[config.mk]
export PLATFORM = sky130hd
export DESIGN_NAME = sst_sync_tx
export DESIGN_NICKNAME = d
export VERILOG_FILES = /design/src/rtl/sst_pkg.sv /design/src/rtl/sst_baud_div.sv /design/src/rtl/sst_txbuf.sv /design/src/rtl/sst_shifter.sv /design/src/rtl/sst_irq.sv /design/src/rtl/sst_sync_tx.sv
export SDC_FILE = /design/constraint.sdc
export NUM_CORES = 1
export LEC_CHECK = 0
export CORE_ASPECT_RATIO = 0.7
export CORE_MARGIN = 1
export CORE_UTILIZATION = 45
export CTS_CLUSTER_SIZE = 30
export DETAILED_ROUTE_END_ITERATION = 8
export DONT_BUFFER_PORTS = 1
export PLACE_DENSITY_LB_ADDON = 0.15
export SYNTH_ARGS = -nofsm -noshare
export SYNTH_HDL_FRONTEND = slang
export SYNTH_SLANG_ARGS = --single-unit
[constraint.sdc]
create_clock -name clk -period 3.9 [get_ports clk]
set_input_delay 0.39 -clock clk [delete_from_list [all_inputs] [get_ports clk]]
set_output_delay 0.39 -clock clk [all_outputs]
set_load 0.01 [all_outputs]
[src/rtl/sst_pkg.sv]
package sst_pkg;
  typedef enum logic {
    IRQ_ON_LOAD = 1'b0,
    IRQ_ON_DONE = 1'b1
  } sst_irq_src_e;
endpackage

[src/rtl/sst_baud_div.sv]
module sst_baud_div #(
  parameter int DIV_W = 8
) (
  input  logic             clk,
  input  logic             rst_n,
  input  logic             cnt_en_i,
  input  logic             run_i,
  input  logic             wr_i,
  input  logic [DIV_W-1:0] val_i,
  output logic             half_tick_o
);
  logic [DIV_W-1:0] n_q, n_d;
  logic [DIV_W-1:0] cnt_q, cnt_d;
  logic             hit;

  assign hit         = (cnt_q == n_q);
  assign half_tick_o = run_i & cnt_en_i & ~wr_i & hit;

  always_comb begin
    n_d   = n_q;
    cnt_d = cnt_q;
    if (wr_i) begin
      n_d   = val_i;
      cnt_d = '0;
    end else if (!run_i) begin
      cnt_d = '0;
    end else if (cnt_en_i) begin
      cnt_d = hit ? '0 : cnt_q + 1'b1;
    end
  end

  always_ff @(posedge clk or negedge rst_n) begin
    if (!rst_n) begin
      n_q   <= '0;
      cnt_q <= '0;
    end else begin
      n_q   <= n_d;
      cnt_q <= cnt_d;
    end
  end

  AST_CNT_IN_RANGE: assert property (@(posedge clk) disable iff (!rst_n)
    run_i |-> (cnt_q <= n_q));
endmodule

[src/rtl/sst_txbuf.sv]
module sst_txbuf #(
  parameter int BITS = 8
) (
  input  logic            clk,
  input  logic            rst_n,
  input  logic            wr_i,
  input  logic [BITS-1:0] data_i,
  input  logic            take_i,
  output logic            full_o,
  output logic [BITS-1:0] data_o
);
  logic            full_q, full_d;
  logic [BITS-1:0] data_q, data_d;

  always_comb begin
    full_d = full_q;
    data_d = data_q;
    if (take_i) full_d = 1'b0;
    if (wr_i) begin
      full_d = 1'b1;
      data_d = data_i;
    end
  end

  always_ff @(posedge clk or negedge rst_n) begin
    if (!rst_n) begin
      full_q <= 1'b0;
      data_q <= '0;
    end else begin
      full_q <= full_d;
      data_q <= data_d;
    end
  end

  assign full_o = full_q;
  assign data_o = data_q;

  AST_BUF_REFILL: assert property (@(posedge clk) disable iff (!rst_n)
    (take_i && !wr_i) |=> !full_q);
endmodule

[src/rtl/sst_shifter.sv]
module sst_shifter #(
  parameter int BITS      = 8,
  parameter bit LSB_FIRST = 1'b1
) (
  input  logic            clk,
  input  logic            rst_n,
  input  logic            half_tick_i,
  input  logic            can_start_i,
  input  logic [BITS-1:0] load_data_i,
  output logic            take_o,
  output logic            frame_done_o,
  output logic            active_o,
  output logic            sclk_o,
  output logic            sdo_o
);
  localparam int CW = (BITS > 1) ? $clog2(BITS) : 1;
  localparam logic [CW-1:0] LAST = CW'(BITS - 1);

  logic            active_q, active_d;
  logic            sclk_q, sclk_d;
  logic            sdo_q, sdo_d;
  logic [BITS-1:0] sh_q, sh_d, sh_next;
  logic [CW-1:0]   bit_q, bit_d;
  logic            out_bit;
  logic            boundary;

  generate
    if (LSB_FIRST) begin : g_lsb
      assign out_bit = sh_q[0];
      assign sh_next = {1'b0, sh_q[BITS-1:1]};
    end else begin : g_msb
      assign out_bit = sh_q[BITS-1];
      assign sh_next = {sh_q[BITS-2:0], 1'b0};
    end
  endgenerate

  assign frame_done_o = active_q & half_tick_i & ~sclk_q & (bit_q == LAST);
  assign boundary     = ~active_q | frame_done_o;
  assign take_o       = boundary & can_start_i;

  always_comb begin
    active_d = active_q;
    sclk_d   = sclk_q;
    sdo_d    = sdo_q;
    sh_d     = sh_q;
    bit_d    = bit_q;
    if (take_o) begin
      active_d = 1'b1;
      sh_d     = load_data_i;
      bit_d    = '0;
      sclk_d   = 1'b1;
    end else if (frame_done_o) begin
      active_d = 1'b0;
      sclk_d   = 1'b1;
    end else if (active_q && half_tick_i) begin
      if (sclk_q) begin
        sclk_d = 1'b0;
        sdo_d  = out_bit;
        sh_d   = sh_next;
      end else begin
        sclk_d = 1'b1;
        bit_d  = bit_q + 1'b1;
      end
    end
  end

  always_ff @(posedge clk or negedge rst_n) begin
    if (!rst_n) begin
      active_q <= 1'b0;
      sclk_q   <= 1'b1;
      sdo_q    <= 1'b1;
      sh_q     <= '0;
      bit_q    <= '0;
    end else begin
      active_q <= active_d;
      sclk_q   <= sclk_d;
      sdo_q    <= sdo_d;
      sh_q     <= sh_d;
      bit_q    <= bit_d;
    end
  end

  assign active_o = active_q;
  assign sclk_o   = sclk_q;
  assign sdo_o    = sdo_q;

  AST_SCLK_IDLE_HIGH: assert property (@(posedge clk) disable iff (!rst_n)
    !active_q |-> sclk_q);
  AST_SDO_ON_FALL: assert property (@(posedge clk) disable iff (!rst_n)
    !$fell(sclk_q) |-> $stable(sdo_q));
  AST_FRAME_COMPLETES: assert property (@(posedge clk) disable iff (!rst_n)
    (active_q && !frame_done_o) |=> active_q);
endmodule

[src/rtl/sst_irq.sv]
module sst_irq
  import sst_pkg::*;
(
  input  logic clk,
  input  logic rst_n,
  input  logic on_done_i,
  input  logic load_i,
  input  logic done_i,
  input  logic ack_i,
  output logic irq_o
);
  sst_irq_src_e src;
  logic         set;
  logic         irq_q, irq_d;

  assign src = sst_irq_src_e'(on_done_i);

  always_comb begin
    unique case (src)
      IRQ_ON_DONE: set = done_i;
      default:     set = load_i;
    endcase
    irq_d = set | (irq_q & ~ack_i);
  end

  always_ff @(posedge clk or negedge rst_n) begin
    if (!rst_n) irq_q <= 1'b0;
    else        irq_q <= irq_d;
  end

  assign irq_o = irq_q;

  AST_IRQ_ON_LOAD: assert property (@(posedge clk) disable iff (!rst_n)
    (!on_done_i && load_i) |=> irq_q);
  AST_IRQ_ON_DONE: assert property (@(posedge clk) disable iff (!rst_n)
    (on_done_i && done_i) |=> irq_q);
  AST_IRQ_ACK_CLEARS: assert property (@(posedge clk) disable iff (!rst_n)
    (ack_i && !load_i && !done_i) |=> !irq_q);
endmodule

[src/rtl/sst_sync_tx.sv]
module sst_sync_tx
  import sst_pkg::*;
#(
  parameter int BITS      = 8,
  parameter int DIV_W     = 8,
  parameter bit LSB_FIRST = 1'b1,
  parameter int SYNC_STG  = 2
) (
  input  logic             clk,
  input  logic             rst_n,
  input  logic             cnt_en_i,
  input  logic             div_wr_i,
  input  logic [DIV_W-1:0] div_val_i,
  input  logic             tx_en_i,
  input  logic             cts_i,
  input  logic             buf_wr_i,
  input  logic [BITS-1:0]  buf_data_i,
  input  logic             irq_on_done_i,
  input  logic             irq_ack_i,
  output logic             sclk_o,
  output logic             sdo_o,
  output logic             buf_empty_o,
  output logic             shift_empty_o,
  output logic             irq_o
);
  logic [SYNC_STG-1:0] rst_sync_q;
  logic                rst_int_n;
  logic                half_tick, take, frame_done, active;
  logic                buf_full, can_start;
  logic [BITS-1:0]     buf_data;

  always_ff @(posedge clk or negedge rst_n) begin
    if (!rst_n) rst_sync_q <= '0;
    else        rst_sync_q <= {rst_sync_q[SYNC_STG-2:0], 1'b1};
  end
  assign rst_int_n = rst_sync_q[SYNC_STG-1];

  assign can_start = buf_full & tx_en_i & ~cts_i;

  sst_baud_div #(.DIV_W(DIV_W)) u_div (
    .clk         (clk),
    .rst_n       (rst_int_n),
    .cnt_en_i    (cnt_en_i),
    .run_i       (active),
    .wr_i        (div_wr_i),
    .val_i       (div_val_i),
    .half_tick_o (half_tick)
  );

  sst_txbuf #(.BITS(BITS)) u_buf (
    .clk    (clk),
    .rst_n  (rst_int_n),
    .wr_i   (buf_wr_i),
    .data_i (buf_data_i),
    .take_i (take),
    .full_o (buf_full),
    .data_o (buf_data)
  );

  sst_shifter #(.BITS(BITS), .LSB_FIRST(LSB_FIRST)) u_shf (
    .clk          (clk),
    .rst_n        (rst_int_n),
    .half_tick_i  (half_tick),
    .can_start_i  (can_start),
    .load_data_i  (buf_data),
    .take_o       (take),
    .frame_done_o (frame_done),
    .active_o     (active),
    .sclk_o       (sclk_o),
    .sdo_o        (sdo_o)
  );

  sst_irq u_irq (
    .clk       (clk),
    .rst_n     (rst_int_n),
    .on_done_i (irq_on_done_i),
    .load_i    (take),
    .done_i    (frame_done),
    .ack_i     (irq_ack_i),
    .irq_o     (irq_o)
  );

  assign buf_empty_o   = ~buf_full;
  assign shift_empty_o = ~active & ~buf_full;

  AST_START_NEEDS_CTS: assert property (@(posedge clk) disable iff (!rst_int_n)
    $rose(active) |-> $past(!cts_i));
  AST_START_NEEDS_EN: assert property (@(posedge clk) disable iff (!rst_int_n)
    $rose(active) |-> $past(tx_en_i));
  AST_DRAINED_CLOCK_HIGH: assert property (@(posedge clk) disable iff (!rst_int_n)
    shift_empty_o |-> sclk_o);
endmodule

==> key figures, run 1 <==
Outcome
  • Status: finished clean

Timing
  • Post-layout minimum cycle time: 2.007 ns
  • Final setup vio count: 0
  • Setup TNS: 0 ns
  • Pins Over Slew Limit: 0
  • RSZ-0062 raised after global routing: no
  • Fmax: 498.2 MHz
  • Worst-Margin Slew: 0.6519 ns
  • Setup WS post-layout: 1.893 ns
  • Max Clock Skew: about 0.0074 ns
  • Final Hold Fails: 0
  • Tcrit/Tclk final: 0.5147
  • Worst slew margin: 0.5621

Pwr
  • Tot Pwr: approximately 0.89 mW
  • Pwr per Cell Area: slightly above 400 mW/mm^2
  • Worst VDD drop: ~0.24 mV
  • Leak: approximately 0.96 nW

Layout
  • Cell area after layout: 0.002148 mm^2
  • Ratio of cells with drive above 1 in the final layout: 0.2544
  • Area Growth Syn to Fin: 9.363%
  • Final nets: 196

Worst setup path
  • Worst setup path start: u_div.cnt_q[2]$_DFFE_PN0P_
  • Crit-path slowest cell: nor4_4
  • Crit path depth: 5
  • FF-to-FF Start: u_div.cnt_q[2]$_DFFE_PN0P_
  • Worst setup SP type: flop
  • Setup slack, reg-to-reg: 1.89 ns
  • CP required: 4.06 ns
  • CP bufs+invs: 0
  • CP cell instances: xnor2_1 -> nand4_2 -> nor4_4 -> a21oi_2 -> a221o_1
  • CP peak stage delay: 0.53 ns
  • Critical Path Sink: u_shf.sh_q[5]$_DFFE_PN0P_
  • WP data arrival: 2.17 ns
  • CP Max Fanout: 10
  • Crit. End Element: flop
  • Worst Reg-to-Reg Cells: 5
  • R2R Path End: u_shf.sh_q[5]$_DFFE_PN0P_
  • Crit Path Class: reg -> reg
  • Critical path's top delay family: simple AND/OR/NAND/NOR gates

Logic synthesis
  • Largest area contributor in the netlist: dfrtp_1
  • Synth area leaders: dfrtp_1 51%, mux2_2 9.7%, a221o_1 3.6%
  • Post-synth net total: 189
  • Ys Warns: 0
  • Commonest cells post-synth: 40 x dfrtp_1, 17 x mux2_2, 10 x nand2_1
  • Most common cell in the netlist: dfrtp_1
  • Main synth FF type: dfrtp_1
  • Mean Syn Cell Area: 12.20 um^2
  • Sequential area share after synthesis: 0.5363
  • Syn Inst Count: 161
  • Library cells used by synthesis: 43
  • Post-synth ARST share: 1.000
  • Post-Syn Area: 0.001964 mm^2
  • Synth Register Bits: 42
  • Post-synth top area share: 0.5096
  • Post-synth EDFFs: 0

Worst hold path
  • Hold_sp: buf_wr_i
  • Hold path cells: 1
  • Hold Crit Class: in -> reg

Clock tree
  • Post-CTS Hold Fix Bufs: 1
  • Postcts setup bufs: 0
  • Clock Sink Count: 42
  • H-tree levels: 2
  • CTS-repair resized insts: 0
  • Worst-path clk slew: 0.08 ns
  • Cts bufs inserted: 5
  • Max Buffers Root-to-Sink: 2
  • CTS tree: built
  • Worst-Skew Late Latency: 0.28 ns
  • CTS root buf: clkbuf_8

Global routing
  • Vias in the first global route: between 1k and 1.5k
  • Largest net degree at the start of global routing: 41
  • Total GRT Usage: 0.1801
  • Global route total overflow: 0
  • First-pass GRT wire length: slightly above 6000 um
  • Antenna violations before repair: 1

Routing
  • Antenna Violating Nets Remaining: 0
  • Residual DRC: 0
  • Initial drt markers: between 50 and 60
  • Detailed Route WL: approximately 3600 um
  • Via/cell ratio: 5.671
  • Vias: 1259
  • Routed length per instance: 16.31 um
  • Total iterations of the first detailed-routing run: 4

Place
  • Post-DP Area: 0.002029 mm^2
  • HPWL Detailed: 2727 um
  • Gp weighted congestion: 0.8736
  • Placement Setup Slack: 1.902 ns
  • I/O Buffers: 0

Floorplanning
  • Top-Level Pins: 30
  • Initial core utilization: 0.4861
  • Die area: 0.004638 mm^2
  • Die Height: about 57 um
  • Core Area: 0.004041 mm^2
  • Rows: 19
  • Die X: 80.97 um

Run
  • Max-cap violations: 0
metal layers:
layer  part of all wire  vias to the layer above  global-route usage
met1               0.50                      622              0.2724
met5                  0                        -                   0
met2               0.41                       31              0.2353
met4             0.0075                        0             0.05357
met3              0.084                        4             0.07040
li1                   -                      602                   -
cell type report:
| cell class | count | area (um^2) |
|---|---|---|
| Clock inverter | 1 | 30.03 |
| Inverter | 5 | 18.77 |
| Antenna cell | 1 | 2.502 |
| Sequential cell | 42 | 1054 |
| Multi-Input combinational cell | 112 | 884.6 |
| Timing Repair Buffer | 2 | 17.52 |
| Fill cell | 361 | 1893 |
| Clock buffer | 7 | 76.32 |
| Tap cell | 52 | 65.06 |
per-stage QoR:
step,util,hold slack [ns],cells
after floorplan,-,0.09441,161
after global placement,0.5022,0.09447,212
after detailed placement,0.5022,0.09446,212
after CTS,0.5310,0.1858,221
after global routing,0.5310,0.1931,221
final,0.5316,0.1929,222
worst min-delay path by stage:
| stage | endpoint | slack [ns] |
|---|---|---|
| 2_1_floorplan | rst_sync_q[0]$_DFF_PN0_ | 0.09 |
| 3_5_place_dp | rst_sync_q[0]$_DFF_PN0_ | 0.09 |
| 5_1_grt | u_shf.active_o$_DFFE_PN0P_ | 0.19 |
| 4_1_cts | u_buf.full_o$_DFFE_PN0P_ | 0.19 |
| 6_report | u_buf.full_o$_DFFE_PN0P_ | 0.19 |
| 3_3_place_gp | rst_sync_q[0]$_DFF_PN0_ | 0.09 |
cell families after synthesis:
logic type      share of synthesized area
other cells                      0.001909
compound gates                     0.1191
flops                              0.5363
simple gates                       0.1440
mux                                0.1134
buf+inv                           0.01338
xor+xnor                          0.05287
fa+ha+maj                         0.01911
registers in the layout, summed over array words and instances (netlist names):
signal and cells:
u_div.cnt_q 8, u_shf.bit_q 3, u_shf.active_o 1, u_shf.sclk_o 1, u_div.n_q 8, u_buf.data_o 8, u_irq.irq_o 1, u_buf.full_o 1
rst_sync_q 2, u_shf.sh_q 8, u_shf.sdo_o 1
cell usage in the layout (no fill, tap or decap), types with 2 or more instances in the layout:
cell | netlist | final
dfrtp_1 | 40 | 40
mux2_2 | 17 | 17
nand2_1 | 10 | 10
xnor2_1 | 8 | 8
nor2_1 | 7 | 7
and2_2 | 7 | 7
a221o_1 | 7 | 7
inv_1 | 5 | 5
nand3_1 | 5 | 5
o21ai_0 | 5 | 5
clkbuf_8 | 0 | 5
nor3_1 | 3 | 3
a21oi_1 | 3 | 3
a31oi_1 | 3 | 3
ha_1 | 3 | 3
or3_1 | 2 | 2
a21oi_2 | 2 | 2
a21o_1 | 2 | 2
xor2_1 | 2 | 2
nand2b_1 | 2 | 2
mux2i_1 | 2 | 2
a22o_1 | 2 | 2
clkbuf_1 | 2 | 2
dfstp_2 | 2 | 2
where the power goes:
part,internal (mW),switching (mW),total [mW]
Sequential,0.462,0.0233,0.485
Combinational,0.0371,0.0404,0.0775
Clock,0.192,0.138,0.329
worst reg2reg max path: cells and delay by family, from the launching register on:
family,cells,cell delay [ns]
AO/OA/AOI/OAI,2,0.49
XOR/XNOR,1,0.25
flip-flops,1,0.44
AND/OR/NAND/NOR,2,0.72
No activity file was read; power rests on OpenSTA's default activity.
==> run 2: changes to the inputs <==
==> constraint.sdc (replaced) <==
create_clock -name clk -period 1.8 [get_ports clk]
set_input_delay 0.18 -clock clk [delete_from_list [all_inputs] [get_ports clk]]
set_output_delay 0.18 -clock clk [all_outputs]
set_load 0.01 [all_outputs]
==> key figures, run 2 (synthesis gave the netlist of run 1 again) <==
Layout
  • Ratio of cells with drive above 1 in the final layout: 0.4219 (+0.1674)
  • Final Util: 0.5947 (+0.06316)
  • Most frequent cells in the layout: 38 x dfrtp_1, 21 x buf_4, 17 x mux2_2, 10 x nand2_1
  • Non-Filler Instances: 244 (+9.9%)
  • Sequential cell area: 0.001056 mm^2 (+0.24%)
  • Final nets: 219 (+12%)
  • Filler cells: 326 (-9.7%)
  • # diodes: 0 (-1)
  • Area Growth Syn to Fin: 22.36%
  • Area of the multi-input gates: 969.7 um^2 (+9.6%)
  • Most common cell after layout, fill and taps aside: dfrtp_1

Pwr
  • Leak: 1.105 nW (+16%)
  • Internal power: 1.433 mW (+110%)
  • Tot Pwr: 1.918 mW (+110%)
  • Sequential power share: 0.546 (+0.002)
  • Switching Fraction: 0.2525 (+0.02659)
  • Switching pwr: 0.4843 mW (+140%)
  • Worst VDD drop: 0.5063 mV (+110%)
  • Comb pwr share: 0.124 (+0.037)
  • Clock share of power: 0.330 (-0.039)
  • Pwr per Cell Area: 797.8 mW/mm^2 (+92%)

Clock tree
  • Clock Sink Count: 42 (unchanged)
  • Worst-Skew Late Latency: 0.29 ns (about the same)
  • Worst-path clk slew: 0.08 ns (about the same)
  • Cts bufs inserted: 5 (unchanged)
  • H-tree levels: 2 (unchanged)
  • CTS tree: built
  • CTS root buf: clkbuf_8
  • Max Buffers Root-to-Sink: 2 (unchanged)

Routing
  • Detailed Route WL: 4313 um (+19%)
  • Via/cell ratio: 5.545 (-2.2%)
  • Routed length per instance: 17.68 um (+8.4%)
  • Vias: 1353 (+7.5%)
  • Antenna Violating Nets Remaining: 0 (unchanged)
  • Initial drt markers: 90 (+55%)
  • Total iterations of the first detailed-routing run: 4 (unchanged)
  • Residual DRC: 0 (unchanged)

Timing
  • Max Clock Skew: 0.004382 ns (-0.003066 ns)
  • Pins Over Slew Limit: 0 (unchanged)
  • RSZ-0062 raised after global routing: yes
  • Setup WS post-layout: 0.003303 ns (-1.889 ns)
  • Final setup vio count: 0 (unchanged)
  • Final Hold Fails: 0 (unchanged)
  • Post-layout minimum cycle time: 1.797 ns (-0.2106 ns)
  • Tcrit/Tclk final: 0.9982 (+0.4835)
  • Fmax: 556.6 MHz (+12%)

Place
  • Placement Setup Slack: -0.06181 ns (-1.964 ns)
  • Gp weighted congestion: 0.8520 (-2.5%)
  • I/O Buffers: 0 (unchanged)
  • Placed cell count: 226 (+6.6%)
  • HPWL Detailed: 3060 um (+12%)

Worst setup path
  • Worst setup SP type: flop
  • CP Max Fanout: 7 (-3)
  • FF-to-FF Start: u_div.n_q[7]$_DFFE_PN0P_
  • WP data arrival: 1.97 ns (-0.20 ns)
  • R2R Path End: u_shf.sh_q[0]$_DFFE_PN0P_
  • Setup slack, reg-to-reg: 0.003 ns (-1.89 ns)
  • CP required: 1.98 ns (-2.08 ns)
  • Crit Path Class: reg -> reg
  • Worst Reg-to-Reg Cells: 5 (unchanged)
  • Crit. End Element: flop

Global routing
  • First-pass GRT wire length: 6782 um (+11%)
  • Largest net degree at the start of global routing: 25 (-39%)
  • Global route total overflow: 0 (unchanged)
  • Total GRT Usage: 0.2004 (+0.02029)
  • Vias in the first global route: 1387 (+11%)
  • Antenna violations before repair: 0 (-1)

Run
  • Max-cap violations: 0 (unchanged)

Floorplanning
  • Die area: 0.004638 mm^2 (unchanged)
  • Initial core utilization: 0.4861 (unchanged)
  • Die X: 80.97 um (unchanged)
  • Rows: 19 (unchanged)
  • Top-Level Pins: 30 (unchanged)
  • Core Area: 0.004041 mm^2 (unchanged)
  • Die Height: 57.28 um (unchanged)

Worst hold path
  • Hold Crit Class: in -> reg
  • Hold Path Sink: u_irq.irq_o$_DFF_PN0_
  • Hold_sp: irq_on_done_i
  • Hold path cells: 1 (unchanged)

Outcome
  • Status: finished clean
==> run 2: changes by cell type in the layout (fill, tap and decap cells not counted), sizes merged <==
cell         before  now
clkbuf            7    6
dlygate4sd3       1    3
clkinv            0    1
clkinvlp          0    1
bufinv            1    0
buf               1   22
diode             1    0
==> run 2: per-stage QoR <==
stage               hold slack, ns    TNS, ns  area [um^2]
finish                     0.01495          0         2404
global route              0.001242    -0.5006         2404
CTS                        0.01041  -0.003416         2295
detailed placement         -0.1155    -0.4176         2135
global placement           -0.1155          0         2135
floorplan                  -0.1156          0         1964
==> run 2: power groups by stage <==
stage | logic, mW | clock network (mW) | registers [mW]
after floorplan | 0.132 | 0 | 1.07
after global placement | 0.196 | 0 | 1.06
after detailed placement | 0.203 | 0 | 1.06
after CTS | 0.220 | 0.649 | 1.05
after global routing | 0.263 | 0.688 | 1.06
final | 0.238 | 0.632 | 1.05
==> run 2: how the worst max path moves through the flow <==
stage,start,endpoint,slack (ns),depth (start not counted)
CTS,u_div.cnt_q[2]$_DFFE_PN0P_,u_shf.sh_q[4]$_DFFE_PN0P_,-0.003,5
global route,u_div.n_q[7]$_DFFE_PN0P_,u_shf.sh_q[4]$_DFFE_PN0P_,-0.08,5
detailed placement,u_div.n_q[2]$_DFFE_PN0P_,u_shf.sh_q[1]$_DFFE_PN0P_,-0.06,5
floorplan,u_div.cnt_q[2]$_DFFE_PN0P_,u_shf.sh_q[0]$_DFFE_PN0P_,0.08,5
global placement,u_div.n_q[2]$_DFFE_PN0P_,u_shf.sh_q[4]$_DFFE_PN0P_,0.02,5
finish,u_div.n_q[7]$_DFFE_PN0P_,u_shf.sh_q[0]$_DFFE_PN0P_,0.003,5
==> run 2: repair_timing <==
action	CTS	global route
pin swaps	3	8
buffers inserted	0	7
hold buffers	3	0
gates resized for setup	5	16
hold endpoints to repair	4	0
setup endpoints to repair	9	13
==> run 2: cell type report <==
class	instances	area share
flip-flops and latches	42	0.4394
inverters	5	0.007808
well taps	52	0.02707
clock buffers	6	0.03436
multi-input cells	112	0.4034
clock inverters	2	0.005206
repair buffers	25	0.08277
==> run 2: metal layers <==
layer  vias up  global-route usage  share of wire
met5         -                   0              0
met4         0             0.05612          0.011
met3         6             0.05920          0.048
met2        34              0.2761           0.45
met1       667              0.3045           0.49
li1        646                   -              -
==> run 2: critical path, stage by stage (launching register included) <==
cell     delay, ns
dfrtp_1       0.42
xnor2_2       0.21
nand3_2       0.14
o41ai_2       0.39
a21oi_2       0.18
a221o_1       0.35
==> run 3: changes to the inputs <==
--- a/config.mk
+++ b/config.mk
@@ -11,7 +11,7 @@
 export CTS_CLUSTER_SIZE = 30
 export DETAILED_ROUTE_END_ITERATION = 8
 export DONT_BUFFER_PORTS = 1
-export PLACE_DENSITY_LB_ADDON = 0.15
+export PLACE_DENSITY = 0.6
 export SYNTH_ARGS = -nofsm -noshare
 export SYNTH_HDL_FRONTEND = slang
 export SYNTH_SLANG_ARGS = --single-unit
==> key figures, run 3 (synthesis gave the netlist of run 1 again) <==
Global routing
  • Grt met3 use: 0.06400 (+0.004800)
  • Vias in the first global route: 1369 (-1.3%)
  • Total GRT Usage: 0.1938 (-0.006642)
  • Global route total overflow: 0 (unchanged)
  • Antenna violations before repair: 0 (unchanged)
  • First-pass GRT wire length: 6575 um (-3.1%)
  • Met1 GRT Util: 0.2821 (-0.02238)
  • Largest net degree at the start of global routing: 26 (+4.0%)
  • M2 GR Usage: 0.2809 (+0.004802)
  • Top Usage Layer GRT: met1

Routing
  • Residual DRC: 0 (unchanged)
  • Antenna Violating Nets Remaining: 0 (unchanged)
  • Vias: 1322 (-2.3%)
  • Initial drt markers: 45 (-50%)
  • Via/cell ratio: 5.508 (-0.66%)
  • Total iterations of the first detailed-routing run: 4 (unchanged)
  • Detailed Route WL: 3943 um (-8.6%)
  • Routed length per instance: 16.43 um (-7.1%)

Worst setup path
  • CP required: 1.97 ns (about the same)
  • Crit Path Class: reg -> reg
  • CP peak stage delay: 0.42 ns (about the same)
  • FF-to-FF Start: u_shf.bit_q[0]$_DFFE_PN0P_
  • Worst setup path start: u_shf.bit_q[0]$_DFFE_PN0P_
  • Worst setup SP type: flop
  • CP Max Fanout: 7 (unchanged)
  • CP cell instances: ha_1 -> ha_2 -> inv_1 -> o41ai_4 -> a21oi_4 -> a221o_1
  • Setup slack, reg-to-reg: -0.008 ns (about the same)
  • Crit-path slowest cell: o41ai_4
  • Critical path's top delay family: compound AO/OA/AOI/OAI gates
  • WP data arrival: 1.98 ns (about the same)
  • CP bufs+invs: 1 (+1)
  • Crit. End Element: flop

Timing
  • Tcrit/Tclk final: 1.004 (+0.006148)
  • Setup WS post-layout: -0.007763 ns (-0.01107 ns)
  • Setup TNS: -0.007763 ns (-0.007763 ns)
  • Final Hold Fails: 0 (unchanged)
  • Fmax: 553.2 MHz (-0.61%)
  • Final setup vio count: 1 (+1)
  • Pins Over Slew Limit: 0 (unchanged)
  • RSZ-0062 raised after global routing: yes
  • Post-layout minimum cycle time: 1.808 ns (+0.01107 ns)
  • Worst hold slack: 0.02043 ns (+0.005476 ns)
  • Max Clock Skew: 0.009028 ns (+0.004646 ns)

Place
  • HPWL Detailed: 2962 um (-3.2%)
  • I/O Buffers: 0 (unchanged)
  • Placement Setup Slack: -0.08478 ns (-0.02297 ns)
  • Gp weighted congestion: 0.8354 (-1.9%)

Pwr
  • Sequential power share: 0.552 (+0.006)
  • Clock share of power: 0.331 (about the same)
  • Switching Fraction: 0.2505 (-0.001996)
  • Leak: 1.099 nW (-0.54%)
  • Pwr per Cell Area: 806.4 mW/mm^2 (+1.1%)
  • Worst VDD drop: 0.5517 mV (+9.0%)
  • Switching pwr: 0.4755 mW (-1.8%)
  • Comb pwr share: 0.118 (-0.006)
  • Internal power: 1.422 mW (-0.77%)

Floorplanning
  • Top-Level Pins: 30 (unchanged)
  • Initial core utilization: 0.4861 (unchanged)
  • Rows: 19 (unchanged)
  • Die Height: 57.28 um (unchanged)
  • Die area: 0.004638 mm^2 (unchanged)
  • Die X: 80.97 um (unchanged)
  • Core Area: 0.004041 mm^2 (unchanged)

Clock tree
  • Max Buffers Root-to-Sink: 2 (unchanged)
  • Worst-Skew Late Latency: 0.29 ns (about the same)
  • CTS root buf: clkbuf_8
  • H-tree levels: 2 (unchanged)
  • CTS tree: built
  • Worst-path clk slew: 0.08 ns (about the same)
  • Cts bufs inserted: 5 (unchanged)
  • Clock Sink Count: 42 (unchanged)

Layout
  • # diodes: 0 (unchanged)
  • Final nets: 215 (-1.8%)
  • Most common cell after layout, fill and taps aside: dfrtp_1
  • Most frequent cells in the layout: 40 x dfrtp_1, 18 x buf_4, 17 x mux2_2, 10 x nand2_1
  • Ratio of cells with drive above 1 in the final layout: 0.3670 (-0.05485)
  • Area Growth Syn to Fin: 19.81%

Outcome
  • Status: complete, but fails checks
  • Failing checks: negative setup slack

Run
  • Max-cap violations: 0 (unchanged)

Worst hold path
  • Hold_sp: irq_on_done_i
  • Hold Crit Class: in -> reg
==> run 3: cell count changes in the layout (fill, tap and decap cells not counted), moves of 2 or more <==
| cell | previous run | this run |
|---|---|---|
| dfrtp_1 | 38 | 40 |
| dfrtp_2 | 2 | 0 |
| and4_4 | 2 | 0 |
| a21oi_2 | 2 | 0 |
| a21oi_4 | 0 | 2 |
| buf_4 | 21 | 18 |
==> run 3: path summary, 6_finish.rpt <==
check / endpoint / cells after the start
max: u_shf.sh_q[4]$_DFFE_PN0P_ / 6
min: u_irq.irq_o$_DFF_PN0_ / 1
max reg2reg: u_shf.sh_q[4]$_DFFE_PN0P_ / 6
min reg2reg: u_div.cnt_q[4]$_DFFE_PN0P_ / 1
max in group asynchronous: u_shf.sdo_o$_DFFE_PN1P_ / 1
min in group asynchronous: rst_sync_q[1]$_DFF_PN0_ / 1
==> run 3: power groups by stage <==
stage	Sequential [mW]	Clock (mW)	Combinational (mW)
after global placement	1.06	0	0.195
after CTS	1.05	0.644	0.221
final	1.05	0.628	0.223
after floorplan	1.07	0	0.132
after global routing	1.05	0.689	0.249
after detailed placement	1.06	0	0.201
==> run 3: worst reg2reg max path: cells and delay by family (launching register included) <==
family                     cells  cell delay, ns
AOI/OAI and AO/OA              3            0.88
adders and majority gates      2            0.35
buffers and inverters          1            0.09
DFF                            1            0.37
==> run 3: area by class of cell <==
type | count | area (um^2)
Multi-Input combinational cell | 112 | 955.9
Tap cell | 52 | 65.06
Inverter | 5 | 18.77
Clock inverter | 2 | 12.51
Fill cell | 356 | 1688
Clock buffer | 6 | 82.58
Timing Repair Buffer | 21 | 165.2
Sequential cell | 42 | 1054
==> run 3: what timing repair did <==
| action | 4_1_cts | 5_1_grt |
|---|---|---|
| endpoints found under the hold margin | 4 | 0 |
| buffers inserted | 0 | 3 |
| hold buffers | 3 | 0 |
| setup endpoints to repair | 9 | 13 |
| pin swaps | 2 | 1 |
| resized for setup | 7 | 3 |
==> run 3: metal layers <==
metal  vias to the layer above  share of wire
li1                        631              -
met1                       664           0.50
met2                        25           0.43
met3                         2          0.057
met4                         0         0.0041
met5                         -              0
==> run 3: through the flow <==
| stage | power [mW] | cells | utilization | cell area, um^2 |
|---|---|---|---|---|
| after global placement | 1.253 | 226 | 0.5282 | 2135 |
| after global routing | 1.993 | 240 | 0.5824 | 2354 |
| after floorplan | 1.199 | 161 | - | 1964 |
| after CTS | 1.911 | 237 | 0.5703 | 2305 |
| final | 1.898 | 240 | 0.5824 | 2354 |
| after detailed placement | 1.261 | 226 | 0.5282 | 2135 |
